<file path="src/rtl/brcond_pkg.sv">
package brcond_pkg;

  localparam int unsigned SEL_W   = 4;
  localparam int unsigned PAIRS   = 1 << (SEL_W - 1);
  localparam int unsigned PAIR_W  = SEL_W - 1;

  typedef enum logic [SEL_W-1:0] {
    SEL_EQ = 4'b0000,
    SEL_NE = 4'b0001,
    SEL_CS = 4'b0010,
    SEL_CC = 4'b0011,
    SEL_MI = 4'b0100,
    SEL_PL = 4'b0101,
    SEL_VS = 4'b0110,
    SEL_VC = 4'b0111,
    SEL_HI = 4'b1000,
    SEL_LS = 4'b1001,
    SEL_GE = 4'b1010,
    SEL_LT = 4'b1011,
    SEL_GT = 4'b1100,
    SEL_LE = 4'b1101,
    SEL_AL = 4'b1110,
    SEL_NV = 4'b1111
  } cond_sel_e;

  // Pair index = selector bits [3:1]; even member is the base predicate.
  typedef enum logic [PAIR_W-1:0] {
    PR_ZERO  = 3'd0,
    PR_CARRY = 3'd1,
    PR_NEG   = 3'd2,
    PR_OVF   = 3'd3,
    PR_UHI   = 3'd4,
    PR_SGE   = 3'd5,
    PR_SGT   = 3'd6,
    PR_ALL   = 3'd7
  } pair_e;

  typedef struct packed {
    logic n;
    logic z;
    logic c;
    logic v;
  } flags_t;

endpackage

</file>
<file path="src/rtl/brcond_base.sv">
// Produces the base (even-code) predicate of every condition pair.
module brcond_base
  import brcond_pkg::*;
(
  input  flags_t             flags,
  output logic [PAIRS-1:0]   base
);

  logic sign_match;

  always_comb begin
    sign_match = ~(flags.n ^ flags.v);
    base = '0;
    base[PR_ZERO]  = flags.z;
    base[PR_CARRY] = flags.c;
    base[PR_NEG]   = flags.n;
    base[PR_OVF]   = flags.v;
    base[PR_UHI]   = flags.c & ~flags.z;
    base[PR_SGE]   = sign_match;
    base[PR_SGT]   = sign_match & ~flags.z;
    base[PR_ALL]   = 1'b1;
  end

endmodule

</file>
<file path="src/rtl/brcond_pick.sv">
// Selects one pair predicate and applies the odd-code inversion.
module brcond_pick
  import brcond_pkg::*;
(
  input  logic [PAIRS-1:0]  base,
  input  logic [SEL_W-1:0]  sel,
  output logic              hit
);

  logic [PAIR_W-1:0] pair_idx;
  logic              invert;
  logic [PAIRS-1:0]  onehot;

  assign pair_idx = sel[SEL_W-1:1];
  assign invert   = sel[0];

  for (genvar g = 0; g < PAIRS; g++) begin : g_dec
    assign onehot[g] = (pair_idx == PAIR_W'(g));
  end

  logic chosen;
  assign chosen = |(onehot & base);
  assign hit    = chosen ^ invert;

endmodule

</file>
<file path="src/rtl/brcond_eval.sv">
module brcond_eval
  import brcond_pkg::*;
(
  input  logic [3:0] cond_sel,
  input  logic       flag_n,
  input  logic       flag_z,
  input  logic       flag_c,
  input  logic       flag_v,
  output logic       take
);

  flags_t           flags;
  logic [PAIRS-1:0] base;

  assign flags = '{n: flag_n, z: flag_z, c: flag_c, v: flag_v};

  brcond_base u_base (
    .flags (flags),
    .base  (base)
  );

  brcond_pick u_pick (
    .base (base),
    .sel  (cond_sel),
    .hit  (take)
  );

endmodule

</file>
<file path="config.mk">
export PLATFORM = sky130hd
export DESIGN_NAME = brcond_eval
export DESIGN_NICKNAME = d
export VERILOG_FILES = /design/src/rtl/brcond_pkg.sv /design/src/rtl/brcond_base.sv /design/src/rtl/brcond_pick.sv /design/src/rtl/brcond_eval.sv
export SDC_FILE = /design/constraint.sdc
export NUM_CORES = 1
export LEC_CHECK = 0
export BUFFER_PORTS_ARGS = -buffer_cell sky130_fd_sc_hd__buf_2
export CELL_PAD_IN_SITES_DETAIL_PLACEMENT = 1
export CELL_PAD_IN_SITES_GLOBAL_PLACEMENT = 1
export CORE_AREA = 2 2 39 41
export DETAILED_ROUTE_END_ITERATION = 16
export DIE_AREA = 0 0 41 43
export GPL_TIMING_DRIVEN = 1
export PLACE_DENSITY = 0.37
export SLEW_MARGIN = 20
export SYNTH_ARGS = -nofsm -noshare
export SYNTH_HDL_FRONTEND = slang
export SYNTH_HIERARCHICAL = 1
export SYNTH_SLANG_ARGS = --single-unit
</file>
<file path="constraint.sdc">
create_clock -name vclk -period 1.4
set_input_delay 0.21 -clock vclk [all_inputs]
set_output_delay 0.21 -clock vclk [all_outputs]
set_load 0.02 [all_outputs]
</file>
[Word level (Yosys, flattened, before mapping)]
Index checks and enable logic that the tools add are counted.
Word-level totals
  bits in registers: 0
  word-level logic and storage cells: 16
  bits of input ports: 8
Cells by class
  equal/unequal tests: 7
  reduce and logical (&&, ||, !) cells: 2
  bitwise operators: 7
Operators with widths (number)
  $eq A3 B3 Y1 const B: 4
  $and A8 B8 Y8: 1
  $reduce_or A8 Y1: 1
  $eq A3 B2 Y1 const B: 2
  $eq A3 B1 Y1 const B: 1
  $logic_not A3 Y1: 1
  $and A1 B1 Y1: 2
  $not A1 Y1: 2
  $xor A1 B1 Y1: 2

[Depth between registers and ports, before layout]
  depth after elaboration: 6
  gate-level depth with buffers: 5
  gate-level depth less buffers: 5

[Modules after synthesis]
The synthesis kept the hierarchy.
Modules (own cells, without submodules)
  brcond_pick: area an instance 76.3 um2, times used 1, cells each 7
  brcond_base: area an instance 72.6 um2, times used 1, cells each 10

[Worst setup path before layout]
OpenSTA, ideal clock, no wires.
  path type: input-to-output
  start point: in flag_v
  end point: out take
  setup slack: -0.224 ns
  arrival: 1.414 ns
  cell stages on the path: 5
  cell sequence: xnor2_1 -> and2b_2 -> mux2i_1 -> mux4_2 -> xnor2_1
Between the ends
  word-level cells in the longest chain between the ends: 6
Ends and longest elaborated chain
  start, declared: RTL line brcond_eval.sv:8  | input logic flag_v,
  $xor A1 B1 Y1: RTL line brcond_base.sv:12  | sign_match = ~(flags.n ^ flags.v);
  $not A1 Y1: RTL line brcond_base.sv:12
  $and A1 B1 Y1: RTL line brcond_base.sv:20  | base[PR_SGT] = sign_match & ~flags.z;
  net base[6]: RTL line brcond_eval.sv:13  | logic [PAIRS-1:0] base;
  $and A8 B8 Y8: RTL line brcond_pick.sv:22  | assign chosen = |(onehot & base);
  $reduce_or A8 Y1: RTL line brcond_pick.sv:22
  $xor A1 B1 Y1: RTL line brcond_pick.sv:23  | assign hit = chosen ^ invert;
  end, declared: RTL line brcond_eval.sv:9  | output logic take
The timed path passes the listed nets, and every way through them passes these cells.

[Worst setup path after layout]
  start point: in flag_n
  end point: out take
Between the ends
  word-level cells in the longest chain between the ends: 6
Ends and longest elaborated chain
  start, declared: RTL line brcond_eval.sv:5  | input logic flag_n,
  $xor A1 B1 Y1: RTL line brcond_base.sv:12
  $not A1 Y1: RTL line brcond_base.sv:12
  net base[5]: RTL line brcond_eval.sv:13
  $and A1 B1 Y1: RTL line brcond_base.sv:20
  net base[6]: RTL line brcond_eval.sv:13
  $and A8 B8 Y8: RTL line brcond_pick.sv:22
  $reduce_or A8 Y1: RTL line brcond_pick.sv:22
  $xor A1 B1 Y1: RTL line brcond_pick.sv:23
The timed path passes the listed nets, and every way through them passes these cells.

==> flow_summary.ini <==
[drt]
drt_iter0_drc = 0
detailroute.via_count = 116
first_drt_pass_iteration_count = 1
wirelength_um = 272
detail_route.wl_per_cell_um = 7.56
via_per_inst = 3.22
drc = 0
drtAntennaViolNets = 0

[global_route]
grtUsageTotal_pct = 3.40
leftover_overflow_at_the_end_of_global_routing = 0
grt_antenna_before_repair = 0
grt_start_max_net_pins = 5
grt_pass1_vias = 105
wire_length_of_the_first_global_routing_pass_um = 434

[power]
cellPowerDensity_nw_per_um2 = 398
ir_worst_vdd_mv = 0.0917
power.static_leakage_nw = 0.106

[placement]
placement.setup.worst_slack_ns = -0.381
routabilityCongestion = 0.616
buffer_ports.inserted = 9
hpwlAfterDp_um = 267

[floorplan]
initial_cell_density_of_the_core_pct = 10.8
num_rows = 14
die_h_um = 43
dieWidth_um = 41
ios = 9
placeableCoreArea_um2 = 1380
overall_die_area_um2 = 1760

[final_layout]
final_common_cell = sky130_fd_sc_hd__buf_2
area_added_between_synthesis_and_finish_pct = 55.5
clockBufferCount = 0
antennaDiodeCount = 0
post_route_cells_drive_above_1_share_pct = 70.0
n_sequential_cell = 0
final_cell_mix = sky130_fd_sc_hd__buf_2, sky130_fd_sc_hd__mux2i_1, sky130_fd_sc_hd__buf_6, sky130_fd_sc_hd__xnor2_4
final_net_count = 30
seqCellArea_um2 = 0

[critical_path]
path_class = in2out
crit_buf_inv = 2
timing.critical_path.to_type = output pin
critPathTopFamily = multiplexers
crit_path_max_fanout = 2
slowest_delay_ns = 0.51
cp.required_ns = 1.19
crit_chain = buf_8 -> xnor2_4 -> and2b_2 -> mux2i_1 -> mux4_2 -> xnor2_4 -> buf_6
worstSetupStartpointType = input pin
cp_common_cell = sky130_fd_sc_hd__xnor2_4
critPathArrivalTime_ns = 1.46
slowest_stage = sky130_fd_sc_hd__mux4_2

[yosys]
synth_seq_area_share_pct = 0
postSynthAreaPerCell_um2 = 8.76
yosys_warnings = 6
synthCells = 17
mappedNetlistNets = 25
synth.distinct_cells = 8
synthesis.area_um2 = 149

[hold_path]
worstHoldPathCells = 3
hold_class = in2out
timing.hold.worst_endpoint = take
timing.hold.worst.start = cond_sel[0]

[sta]
timing.final.ws_setup_ns = -0.270
clock.fmax_ghz = 0.599
layout_min_cycle_time_ns = 1.67
unrepaired_setup_endpoints_after_global_routing = true
report.final.slew_viol_count = 0
timing.setup.tns_ns = -0.270
hold_slack_ns = 0.746
timing_hold_violations_final = 0
layout_worst_path_cycle_share_pct = 119
setup_viol_count_final = 1

[clock_tree]
cts.hold.buffers_added = 0
post-cts-setup-buffers = 0

[job]
drv_cap = 0

[run_status]
outcome = finished with violations
failing_checks = negative setup slack
## routing by layer
layer  vias to the layer above  wire [um]  global-route usage, %
met1                        55         76                   3.18
met3                         0         19                  0.524
li1                         57          -                      -
met5                         -          0                      0
met4                         0          0                      0
met2                         4        176                   7.19
## worst min-delay path, cell delays in order
cell and delay, ns:
sky130_fd_sc_hd__buf_2 0.13, sky130_fd_sc_hd__xnor2_4 0.07, sky130_fd_sc_hd__buf_6 0.12
## synthesized netlist by cell type (all sizes together)
cell / count / share of area (%)
mux2i: 4 / 27
and2b: 1 / 5.9
xnor2: 2 / 12
nor2b: 1 / 4.2
buf: 6 / 30
clkbuf: 1 / 3.4
conb: 1 / 2.5
mux4: 1 / 15
## worst max-delay path by stage
stage            from  slack, ns  depth (start not counted)    to
4_1_cts        flag_n      -0.29                          7  take
3_3_place_gp   flag_v      -0.37                          7  take
2_1_floorplan  flag_v       -0.1                          5  take
3_5_place_dp   flag_v      -0.38                          7  take
6_report       flag_n      -0.27                          7  take
5_1_grt        flag_n      -0.34                          7  take
## metrics by stage
step           std cells  cell area [um^2]  total power [W]  utilization [%]
3_5_place_dp          36               209        0.0000818             15.1
3_3_place_gp          36               209        0.0000807             15.1
5_1_grt               36               231        0.0000995             16.7
6_report              36               231        0.0000921             16.7
2_1_floorplan         17               186        0.0000689                -
4_1_cts               36               231        0.0000937             16.7
## final cells by class
class	count	area, um^2
fillers	166	1150
multi-input cells	10	136
repair buffers	10	75.1
well taps	16	20.0
## kinds of logic (layout without fill, tap and decap cells)
family	after synthesis	after routing	share of synthesized area [%]
buffers and inverters	7	10	33.6
multiplexers	5	5	42.0
XOR/XNOR	2	2	11.8
AND/OR/NAND/NOR	2	2	10.1
other	1	1	2.52
## power breakdown
group,switching [W],internal (W),total [W],leakage [nW]
Sequential,0,0,0,0
Clock,0,0,0,0
Combinational,0.0000342,0.0000578,0.0000921,0.106
## what timing repair did
| action | in CTS | in global routing |
|---|---|---|
| pin swaps | 2 | 0 |
| setup endpoints to repair | 1 | 1 |
| gates resized for setup | 7 | 0 |
| endpoints found under the hold margin | 0 | 0 |
(Power assumes the default switching activity.)
